File: src/rtl/hzd_pkg.sv
package hzd_pkg;

    localparam int unsigned NUM_REGS = 32;
    localparam int unsigned RIDX_W   = $clog2(NUM_REGS);

    typedef logic [RIDX_W-1:0] ridx_t;

    // operand source select, one per execute operand
    typedef enum logic [1:0] {
        FWD_RF  = 2'b00,
        FWD_MEM = 2'b01,
        FWD_WB  = 2'b10
    } fwd_sel_e;

    // a pending register write held by one pipeline slot
    typedef struct packed {
        logic  live;
        logic  wen;
        ridx_t rd;
    } wr_port_t;

    // true when the slot will write register src (register 0 excluded)
    function automatic logic wr_hits(wr_port_t w, ridx_t src);
        return w.live && w.wen && (w.rd != '0) && (w.rd == src);
    endfunction

endpackage

File: src/rtl/hzd_slot_track.sv
module hzd_slot_track #(
    parameter int unsigned N_SLOT = 3
) (
    input  logic              clk,
    input  logic              rst,
    input  logic              enter_i,
    output logic [N_SLOT-1:0] live_o
);

    logic [N_SLOT-1:0] live_q;

    always_ff @(posedge clk) begin
        if (rst) live_q[0] <= 1'b0;
        else     live_q[0] <= enter_i;
    end

    generate
        for (genvar s = 1; s < N_SLOT; s++) begin : g_shift
            always_ff @(posedge clk) begin
                if (rst) live_q[s] <= 1'b0;
                else     live_q[s] <= live_q[s-1];
            end
        end
    endgenerate

    assign live_o = live_q;

    // every slot record is empty in the first cycle after reset
    p_reset_empty_r9: assert property (@(posedge clk) disable iff (rst)
        $past(rst) |-> (live_q == '0));

endmodule

File: src/rtl/hzd_fwd_pick.sv
module hzd_fwd_pick
    import hzd_pkg::*;
(
    input  logic     ex_live_i,
    input  ridx_t    src_i,
    input  wr_port_t mem_wr_i,
    input  wr_port_t wb_wr_i,
    output fwd_sel_e sel_o
);

    // the younger (memory-stage) result is checked first
    always_comb begin
        sel_o = FWD_RF;
        if (ex_live_i) begin
            if (wr_hits(mem_wr_i, src_i))     sel_o = FWD_MEM;
            else if (wr_hits(wb_wr_i, src_i)) sel_o = FWD_WB;
        end
    end

endmodule

File: src/rtl/hzd_interlock.sv
module hzd_interlock
    import hzd_pkg::*;
#(
    parameter int unsigned BR_BUBBLES = 2
) (
    input  logic     clk,
    input  logic     rst,
    input  logic     id_valid_i,
    input  ridx_t    id_rs1_i,
    input  ridx_t    id_rs2_i,
    input  logic     id_branch_i,
    input  wr_port_t ex_wr_i,
    input  logic     ex_load_i,
    output logic     ld_stall_o,
    output logic     redirect_o
);

    localparam int unsigned CW = $clog2(BR_BUBBLES + 1);

    logic [CW-1:0] wait_cnt;
    logic          br_go;

    assign ld_stall_o = id_valid_i && ex_load_i &&
                        (wr_hits(ex_wr_i, id_rs1_i) || wr_hits(ex_wr_i, id_rs2_i));

    // a branch opens its window only once it is free to leave decode
    assign br_go      = id_valid_i && id_branch_i && !ld_stall_o && (wait_cnt == '0);
    assign redirect_o = br_go || (wait_cnt != '0);

    always_ff @(posedge clk) begin
        if (rst)                  wait_cnt <= '0;
        else if (br_go)           wait_cnt <= CW'(BR_BUBBLES - 1);
        else if (wait_cnt != '0)  wait_cnt <= wait_cnt - 1'b1;
    end

    // the remaining-window counter never exceeds its range
    p_cnt_bound_r7: assert property (@(posedge clk) disable iff (rst)
        wait_cnt < CW'(BR_BUBBLES));

    // a branch held by a load-use stall opens its window next cycle
    p_branch_after_stall_r8: assert property (@(posedge clk) disable iff (rst)
        (id_valid_i && id_branch_i && ld_stall_o) |=> redirect_o);

endmodule

File: src/rtl/hazard_ctl.sv
module hazard_ctl
    import hzd_pkg::*;
#(
    parameter int unsigned BR_BUBBLES = 2
) (
    input  logic              clk,
    input  logic              rst,
    input  logic              id_valid_i,
    input  logic [RIDX_W-1:0] id_rs1_i,
    input  logic [RIDX_W-1:0] id_rs2_i,
    input  logic              id_branch_i,
    input  logic [RIDX_W-1:0] ex_rs1_i,
    input  logic [RIDX_W-1:0] ex_rs2_i,
    input  logic [RIDX_W-1:0] ex_rd_i,
    input  logic              ex_wen_i,
    input  logic              ex_load_i,
    input  logic [RIDX_W-1:0] mem_rd_i,
    input  logic              mem_wen_i,
    input  logic [RIDX_W-1:0] wb_rd_i,
    input  logic              wb_wen_i,
    output logic [1:0]        fwd_a_o,
    output logic [1:0]        fwd_b_o,
    output logic              stall_o,
    output logic              bubble_o,
    output logic              redirect_wait_o
);

    localparam int unsigned N_OPND = 2;
    localparam int unsigned N_SLOT = 3;   // execute, memory, writeback
    localparam int unsigned S_EX   = 0;
    localparam int unsigned S_MEM  = 1;
    localparam int unsigned S_WB   = 2;

    logic [N_SLOT-1:0] slot_live;
    logic              ld_stall;
    logic              redirect;
    wr_port_t          ex_wr, mem_wr, wb_wr;
    ridx_t             ex_src [N_OPND];
    fwd_sel_e          sel    [N_OPND];

    assign ex_wr  = '{live: slot_live[S_EX],  wen: ex_wen_i,  rd: ex_rd_i};
    assign mem_wr = '{live: slot_live[S_MEM], wen: mem_wen_i, rd: mem_rd_i};
    assign wb_wr  = '{live: slot_live[S_WB],  wen: wb_wen_i,  rd: wb_rd_i};

    assign ex_src[0] = ex_rs1_i;
    assign ex_src[1] = ex_rs2_i;

    hzd_slot_track #(.N_SLOT(N_SLOT)) u_track (
        .clk     (clk),
        .rst     (rst),
        .enter_i (id_valid_i && !ld_stall),
        .live_o  (slot_live)
    );

    hzd_interlock #(.BR_BUBBLES(BR_BUBBLES)) u_lock (
        .clk         (clk),
        .rst         (rst),
        .id_valid_i  (id_valid_i),
        .id_rs1_i    (id_rs1_i),
        .id_rs2_i    (id_rs2_i),
        .id_branch_i (id_branch_i),
        .ex_wr_i     (ex_wr),
        .ex_load_i   (ex_load_i),
        .ld_stall_o  (ld_stall),
        .redirect_o  (redirect)
    );

    generate
        for (genvar g = 0; g < N_OPND; g++) begin : g_opnd
            hzd_fwd_pick u_pick (
                .ex_live_i (slot_live[S_EX]),
                .src_i     (ex_src[g]),
                .mem_wr_i  (mem_wr),
                .wb_wr_i   (wb_wr),
                .sel_o     (sel[g])
            );
        end
    endgenerate

    assign fwd_a_o         = sel[0];
    assign fwd_b_o         = sel[1];
    assign stall_o         = ld_stall;
    assign bubble_o        = ld_stall;
    assign redirect_wait_o = redirect;

    // the interlock never holds decode two cycles in a row
    p_stall_once_r5: assert property (@(posedge clk) disable iff (rst)
        stall_o |=> !stall_o);

    // any forward implies a live instruction in execute
    p_fwd_live_r6: assert property (@(posedge clk) disable iff (rst)
        ((fwd_a_o != 2'b00) || (fwd_b_o != 2'b00)) |-> slot_live[S_EX]);

    // first cycle after reset is quiet
    p_first_quiet_r9: assert property (@(posedge clk) disable iff (rst)
        $past(rst) |-> (!stall_o && fwd_a_o == 2'b00 && fwd_b_o == 2'b00));

    generate
        if (BR_BUBBLES > 1) begin : g_win_chk
            // a branch window lasts beyond its first cycle
            p_window_holds_r7: assert property (@(posedge clk) disable iff (rst)
                $rose(redirect_wait_o) |=> redirect_wait_o);
        end
    endgenerate

endmodule

File: config.mk
export PLATFORM = sky130hd
export DESIGN_NAME = hazard_ctl
export DESIGN_NICKNAME = d
export VERILOG_FILES = /design/src/rtl/hzd_pkg.sv /design/src/rtl/hzd_slot_track.sv /design/src/rtl/hzd_fwd_pick.sv /design/src/rtl/hzd_interlock.sv /design/src/rtl/hazard_ctl.sv
export SDC_FILE = /design/constraint.sdc
export NUM_CORES = 1
export LEC_CHECK = 0
export BUFFER_PORTS_ARGS = -buffer_cell sky130_fd_sc_hd__buf_2
export CORE_MARGIN = 3
export CORE_UTILIZATION = 41
export CTS_CLUSTER_SIZE = 14
export DETAILED_ROUTE_END_ITERATION = 8
export GPL_ROUTABILITY_DRIVEN = 0
export PLACE_DENSITY_LB_ADDON = 0.2
export SLEW_MARGIN = 0
export SYNTH_ARGS = -nofsm -noshare
export SYNTH_HDL_FRONTEND = slang
export SYNTH_SLANG_ARGS = --single-unit
File: constraint.sdc
create_clock -name clk -period 1.8 [get_ports clk]
set_input_delay 0.09 -clock clk [delete_from_list [all_inputs] [get_ports clk]]
set_output_delay 0.09 -clock clk [all_outputs]
set_load 0.01 [all_outputs]
Word-level counts from Yosys, hierarchy flattened

Cells that the tools add are included.
Widths: inputs -> output; s select.

$add $sub $neg: 1
Multiply operators: 0
Divide/modulo/power cells: 0
Magnitude comparators: 0
Eq/ne operators: 6
Shift operators: 0
Muxes and demuxes: 8
Bitwise logic cells: 0
Reductions and logical operators: 28

Operator list:

| kind                | number |
|---|---|
| $eq 5x5->1          | 6 |
| $logic_and 1x1->1   | 18 |
| $reduce_bool 5->1   | 3 |
| $mux 2              | 6 |
| $reduce_bool 2->1   | 2 |
| $logic_not 2->1     | 1 |
| $logic_or 1x1->1    | 2 |
| $mux 1              | 2 |
| $reduce_or 2->1     | 1 |
| $sub 2x1->2 const B | 1 |
| $logic_not 1->1     | 1 |

Bits in registers: 5
Bits in latches: 0
RAM bits: 0
ROM bits: 0
Output and inout bits: 7
Logic and storage cells: 48
Memories: 0

Longest topological paths before layout

Gate-level depths: netlist of run 1.

Depth in word-level cells: 9
Gate-level depth with buffers: 5
Depth with buffers taken out: 5

By module

From an unflattened synthesis of run 1, not the netlist that was laid out.

Cells, all modules: 93
Area, all modules: 705.7 µm²

By module, submodules not included:

| module         | times used | cells an instance | area each (µm²) | sequential area each (µm²) |
|---|---|---|---|---|
| hzd_fwd_pick   | 2          | 25                | 172.7           | 0.0 |
| hzd_interlock  | 1          | 35                | 260.2           | 40.0 |
| hzd_slot_track | 1          | 6                 | 78.8            | 60.1 |
| hazard_ctl     | 1          | 2                 | 21.3            | 0.0 |

Least setup slack after synthesis of run 1

OpenSTA, ideal clock, no wires.

Path type: register to output
Start point: reg u_track.live_q[0], in the netlist u_track.live_o[0]
End point: out fwd_a_o[1]
Arrival time: 1,244 ps
Required time: 1,710 ps
Setup slack: 466 ps
Cell stages (with the launch flop): 4
Path buffers: 0
Cell sequence: dfxtp_1 > o2111ai_1 > or4_1 > nor4_2

Longest elaborated chain between the ends: 1

RTL lines:

| item                     | RTL line             | text |
|---|---|---|
| start: declaration       | hzd_slot_track.sv:10 | `logic [N_SLOT-1:0] live_q;` |
| start signal: assignment | hzd_slot_track.sv:14 | `else live_q[0] <= enter_i;` |
| $mux 2                   | hzd_fwd_pick.sv:14   | `if (ex_live_i) begin` |
| end: declaration         | hazard_ctl.sv:21     | `output logic [1:0] fwd_a_o,` |

Every way passes these cells.

Worst setup path in the final report of run 1

Same ends and word-level chain as after synthesis.

==> results of run 1 <==
## worst max-delay path: cells and delay by family, from the launching register on
kind / cells / cell delay (ns)
buf+inv: 1 / 0.17
compound gates: 1 / 0.16
flops: 1 / 0.34
simple gates: 2 / 0.72
## synthesized netlist by cell type, drive strengths merged, types with 2 or more instances
library cell	count	area [um^2]
or4	3	22.5
nand2	2	7.51
nand4	2	12.5
dfxtp	5	100
nor2	2	7.51
nor3	5	25.0
nand3	6	30.0
o21ai	4	20.0
xnor2	12	105
and2	3	20.0
xor2	18	158
inv	3	11.3
nor4	3	25.0
nor2b	2	12.5
## sequential cells by signal, summed over array words and instances (netlist names)
signal,cells
u_lock.wait_cnt,2
u_track.live_o,3
## worst max path at each step
stage                       to  depth (start not counted)  slack, ns                    startpoint
finish              fwd_a_o[1]                          4       0.08  u_track.live_o[0]$_SDFF_PP0_
global placement    fwd_a_o[1]                          4       0.29  u_track.live_o[0]$_SDFF_PP0_
global route        fwd_a_o[1]                          4       0.01  u_track.live_o[0]$_SDFF_PP0_
detailed placement  fwd_a_o[1]                          6       0.24                   mem_rd_i[1]
floorplan           fwd_a_o[1]                          3       0.47  u_track.live_o[0]$_SDFF_PP0_
CTS                 fwd_a_o[1]                          4       0.03  u_track.live_o[0]$_SDFF_PP0_
## through the flow
stage,cell area [um^2],total power (W),worst slack (ns),util,instances
after global placement,887,0.000366,0.290,0.649,140
after CTS,913,0.000509,0.0298,0.668,144
after floorplan,631,0.000271,0.466,-,77
final,915,0.000500,0.0758,0.669,144
after detailed placement,887,0.000373,0.240,0.649,140
after global routing,915,0.000543,0.0148,0.669,144
## report_power, final
| group | internal [W] | leakage [nW] | total, W | switching [W] |
|---|---|---|---|---|
| sequential | 0.000130 | 0.0415 | 0.000140 | 0.0000104 |
| clock | 0.0000838 | 0.0150 | 0.000129 | 0.0000454 |
| combinational | 0.000115 | 0.377 | 0.000231 | 0.000116 |
| total | 0.000328 | 0.434 | 0.000500 | 0.000172 |
## cell type report
cell class	instances	area, um^2	share of cell area
repair buffers	49	245	0.268
well taps	15	18.8	0.0205
flip-flops and latches	5	101	0.111
clock buffers	4	26.3	0.0287
inverters	3	11.3	0.0123
multi-input cells	68	512	0.560
## cells by family after synthesis
group,Yosys count
buf+inv,4
fa+ha+maj,1
xor+xnor,30
simple gates,29
compound gates,8
flops,5
## layer usage
metal,track usage,share of wire,up-vias
met1,0.213,0.43,326
met3,0.0558,0.090,0
met4,0.0175,0,0
met5,0,0,-
met2,0.294,0.48,25
li1,-,-,375
## placed cells by master, fill, tap and decap left out, drive strengths merged
cell,Yosys,routed
xnor2,12,12
inv,3,3
nand4,2,2
nor2,2,2
nor4,3,3
o211ai,1,1
a221oi,1,1
o2111ai,1,1
nand3,6,6
nand2,2,2
and2,3,3
buf,1,49
or4,3,3
o21ai,4,4
xor2,18,18
clkbuf,0,4
dfxtp,5,5
ha,1,1
o211a,1,1
nor3,5,5
nor2b,2,2
nor3b,1,1
==> reports/results.ini, run 1 <==
[outcome]
status = finished clean

[synth]
synth-xor-area-share = 0.417
synth.avg_cell_area_um2 = 8.19
yosys.area_share.simple = 0.270
synth.area.mux_share = 0
seq_area_frac_synth = 0.159
synth_compound_area_frac = 0.105
synth_cells = 77
synthFlopType = dfxtp_1
synth-edff-count = 0
synth-adder-area-share = 0.0198
async_flop_share = 0
ys_warn_count = 0
ys_types = 23
ys_ff_latch = 5
synth_nets = 121
mappedNetlistArea_um2 = 631
synth_top_family_by_area = XOR/XNOR gates

[sta]
slew_viol_final = 0
setup_violations = 0
hold-worst-slack_ns = 0.0533
finalCritPeriodShare = 0.958
worst_pin_slew_ns = 0.455
rsz0062_at_grt = false
slew_headroom = 0.697
clock_skew_ns = 0.00284
fmax_mhz = 580
tns_ns = 0
hold_viol_final = 0
min_period_ns = 1.72

[route]
via_per_inst = 5.04
drt_wl_total_mm = 1.68
routedWlPerCell_um = 11.7
firstDrtPassIters = 4
via_count = 726
drtAntennaViolNets = 0
drt_iter0_drc = 3
drc = 0

[floorplanning]
num_rows = 13
fp.coreArea_um2 = 1370
die_w_um = 45.2
die_h_um = 45.2
dieArea_um2 = 2040
start_util = 0.462
ios = 50

[worst_setup_path]
r2r_slack_ns = 0.59
reg2reg_depth = 5
critical_path.max_stage_delay_ns = 0.56
r2r-start = u_lock.wait_cnt[0]$_SDFFE_PP0P_
cp.arrival_ns = 1.63
cp_max_fo = 5
worstSetupEndpointType = output pin
path_cells = o2111ai_1, or4_1, nor4_2, buf_2
cp.required_ns = 1.71
start_kind = register
crit_slowest_cell = or4_1
criticalPathCategory = register to output pin
r2r-end = u_lock.wait_cnt[0]$_SDFFE_PP0P_

[hold_path]
holdPathStages = 2
hold_path.class = primary input to register
hold_end = u_track.live_o[0]$_SDFF_PP0_
hp-start = rst

[clock_network]
cts_resized = 0
cts_tree = built
htreeDepth = 1
cts_hold_buf = 0
cts_root_buf = clkbuf_4
cts_setup_buffers = 0
clk_path_buf_depth = 2
clk_pin_slew_worst_paths_ns = 0.04
numCtsBuffers = 3
cts_sinks = 5
clk_latency_ns = 0.24

[power]
ir_worst_vdd_uv = 487
leakage_nw = 0.434
p_per_area_nw_per_um2 = 547

[global_routing]
grt.overflow.total = 0
grt_pass1_wl_mm = 2.59
grt_max_degree = 7
antenna_found_initial = 0
grt_usage = 0.171
first_global_vias = 670

[job]
maxCapViolCount = 0

[place]
port-buffer-count = 49
hpwl_mm = 1.48

[layout]
area_delta_synth_final_pct = 45.0
fillers = 132
fin_nets = 174
drive_gt1_frac = 0.442
num_antenna_cells = 0

Power figures use the tool's default switching activity.
==> run 2: changes to the inputs <==
--- a/config.mk
+++ b/config.mk
@@ -5,9 +5,10 @@
 export SDC_FILE = /design/constraint.sdc
 export NUM_CORES = 1
 export LEC_CHECK = 0
+export ABC_AREA = 1
 export BUFFER_PORTS_ARGS = -buffer_cell sky130_fd_sc_hd__buf_2
 export CORE_MARGIN = 3
-export CORE_UTILIZATION = 41
+export CORE_UTILIZATION = 44
 export CTS_CLUSTER_SIZE = 14
 export DETAILED_ROUTE_END_ITERATION = 8
 export GPL_ROUTABILITY_DRIVEN = 0
==> reports/results.ini, run 2 <==
[route]
drc = 0  ; unchanged
drt_iter0_drc = 6  ; was 3
drt_wl_total_mm = 1.92  ; was 1.68 mm
drtAntennaViolNets = 0  ; unchanged
firstDrtPassIters = 4  ; unchanged
via_per_inst = 4.71  ; was 5.04
routedWlPerCell_um = 9.62  ; was 11.7 um
via_count = 942  ; was 726

[sta]
hold-worst-slack_ns = 0.0605  ; was 0.0533 ns
worst_pin_slew_ns = 0.296  ; was 0.455 ns
slew_viol_final = 0  ; unchanged
rsz0062_at_grt = false  ; unchanged
tns_ns = 0  ; unchanged
fmax_mhz = 792  ; was 580 MHz
setup_violations = 0  ; unchanged
min_period_ns = 1.26  ; was 1.72 ns
slew_headroom = 0.801  ; was 0.697
clock_skew_ns = 0.000517  ; was 0.00284 ns
hold_viol_final = 0  ; unchanged
finalCritPeriodShare = 0.701  ; was 0.958

[synth]
synth.top_cell.area_share = 0.178  ; was 0.250
synth_nets = 176  ; was 121
mappedNetlistArea_um2 = 739  ; was 631 um^2
synth.avg_cell_area_um2 = 5.60  ; was 8.19 um^2
synth-edff-count = 0  ; unchanged
synth_common_cells = 35 x nand2_1, 23 x inv_1, 20 x nor2_1  ; was 18 x xor2_1, 12 x xnor2_1, 6 x nand3_1
synth_cells = 132  ; was 77
synthFlopType = dfxtp_1  ; unchanged
netlist.top_cell.by_area = nand2_1  ; was xor2_1
synth.most_common_cell = nand2_1  ; was xor2_1
async_flop_share = 0  ; unchanged
ys_types = 19  ; was 23
ys_ff_latch = 5  ; unchanged
synth_area_leaders = nand2_1 18%, dfxtp_1 14%, xor2_1 13%, xnor2_1 12%, inv_1 12%  ; was xor2_1 25%, xnor2_1 17%, dfxtp_1 16%, nand3_1 4.8%, nor3_1 4.0%
seq_area_frac_synth = 0.135  ; was 0.159
ys_warn_count = 0  ; unchanged

[layout]
largest_reg_flops = 3  ; unchanged
drive_gt1_frac = 0.321  ; was 0.442
area_delta_synth_final_pct = 38.4  ; was 45.0%
stdcell_area_um2 = 1020  ; was 915 um^2
final_core_util = 0.664  ; was 0.669
layout_common_cells = 49 x buf_2, 35 x nand2_1, 23 x inv_1  ; was 49 x buf_2, 18 x xor2_1, 12 x xnor2_1
final_common_cell = buf_2  ; unchanged
num_antenna_cells = 0  ; unchanged
fin_nets = 229  ; was 174

[hold_path]
hp-start = rst  ; unchanged
hold_path.class = primary input to register  ; unchanged
holdPathStages = 2  ; unchanged
hold_end = u_track.live_o[2]$_SDFF_PP0_  ; was u_track.live_o[0]$_SDFF_PP0_

[power]
ir_worst_vdd_uv = 554  ; was 487 uV
p_per_area_nw_per_um2 = 525  ; was 547 nW/um^2
leakage_nw = 0.645  ; was 0.434 nW
fin_total_pwr_w = 0.000537  ; was 0.000500 W

[floorplanning]
start_util = 0.480  ; was 0.462
fp.coreArea_um2 = 1540  ; was 1370 um^2
die_h_um = 47.0  ; was 45.2 um
die_w_um = 47.0  ; was 45.2 um
num_rows = 14  ; was 13
ios = 50  ; unchanged
dieArea_um2 = 2210  ; was 2040 um^2

[global_routing]
grt.overflow.total = 0  ; unchanged
grt_pass1_wl_mm = 2.82  ; was 2.59 mm
first_global_vias = 822  ; was 670
antenna_found_initial = 0  ; unchanged
grt_max_degree = 7  ; unchanged
grt_usage = 0.173  ; was 0.171

[worst_setup_path]
cp.arrival_ns = 1.17  ; was 1.63 ns
r2r_slack_ns = 0.76  ; was 0.59 ns
worstSetupEndpointType = output pin  ; unchanged
cp_max_fo = 3  ; was 5
critical_path.max_stage_delay_ns = 0.33  ; was 0.56 ns
crit_family = flip-flops  ; was simple AND/OR/NAND/NOR gates
r2r-end = u_lock.wait_cnt[1]$_SDFFE_PP0P_  ; was u_lock.wait_cnt[0]$_SDFFE_PP0P_
start_kind = register  ; unchanged
crit_slowest_cell = dfxtp_1  ; was or4_1
reg2reg_depth = 5  ; unchanged
r2r-start = u_lock.wait_cnt[0]$_SDFFE_PP0P_  ; unchanged
cp_num_buf_inv = 2  ; was 1
cp_common_cell = nand2_2
criticalPathCategory = register to output pin  ; unchanged
cp.required_ns = 1.71  ; about the same
path_cells = nand4_1, o21bai_1, inv_1, nand2_2, nand2_2, nand2_1, buf_2  ; was o2111ai_1, or4_1, nor4_2, buf_2

[clock_network]
cts_sinks = 5  ; unchanged
cts_root_buf = clkbuf_4  ; unchanged
cts_tree = built  ; unchanged
clk_pin_slew_worst_paths_ns = 0.04  ; about the same
cts_setup_buffers = 0  ; unchanged
clk_path_buf_depth = 2  ; unchanged
cts_hold_buf = 0  ; unchanged
numCtsBuffers = 3  ; unchanged
cts_resized = 0  ; unchanged
clk_latency_ns = 0.23  ; was 0.24 ns
htreeDepth = 1  ; unchanged

[outcome]
status = finished clean  ; unchanged

[job]
maxCapViolCount = 0  ; unchanged

[place]
port-buffer-count = 49  ; unchanged
hpwl_mm = 1.70  ; was 1.48 mm
dpl_cell_area_um2 = 997  ; was 887 um^2

-- run 2: worst max path at each step --
stage | start | cells after the start | endpoint | slack, ns
2_1_floorplan | u_track.live_o[0]$_SDFF_PP0_ | 6 | stall_o | 0.83
3_3_place_gp | ex_rs1_i[1] | 6 | fwd_a_o[1] | 0.70
3_5_place_dp | ex_rs1_i[1] | 6 | fwd_a_o[1] | 0.70
4_1_cts | u_track.live_o[0]$_SDFF_PP0_ | 7 | redirect_wait_o | 0.52
5_1_grt | u_track.live_o[0]$_SDFF_PP0_ | 7 | redirect_wait_o | 0.43
6_report | u_track.live_o[0]$_SDFF_PP0_ | 7 | redirect_wait_o | 0.54
-- run 2: layer usage --
metal,share of wire,track usage,vias to the layer above
li1,-,-,498
met1,0.39,0.175,411
met2,0.52,0.352,31
met3,0.083,0.0230,2
met4,0.0062,0.0608,0
met5,0,0,-
-- run 2: kinds of logic (layout without fill, tap and decap cells) --
logic type | after synthesis | after routing | share of synthesized area
AND/OR/NAND/NOR | 75 | 75 | 0.433
XOR/XNOR | 21 | 21 | 0.249
flip-flops | 5 | 5 | 0.135
buffers and inverters | 27 | 79 | 0.142
AO/OA/AOI/OAI | 3 | 3 | 0.0237
adder cells (fa/ha/maj) | 1 | 1 | 0.0169
-- run 2: per-stage QoR --
stage | std cells | setup slack, ns
floorplan | 132 | 0.828
global placement | 196 | 0.701
detailed placement | 196 | 0.702
CTS | 200 | 0.515
global route | 200 | 0.426
finish | 200 | 0.537
-- run 2: report_power, final --
group / switching [W] / internal (W)
Sequential: 0.00000748 / 0.000131
Clock: 0.0000412 / 0.0000835
Combinational: 0.000148 / 0.000126
-- run 2: layout make-up --
| class | count | area [um^2] |
|---|---|---|
| multi-input combinational | 100 | 534 |
| fill | 164 | 518 |
| timing repair buffer | 49 | 245 |
| sequential | 5 | 100 |
| inverter | 26 | 97.6 |
| clock buffer | 4 | 26.3 |
| tap | 16 | 20.0 |
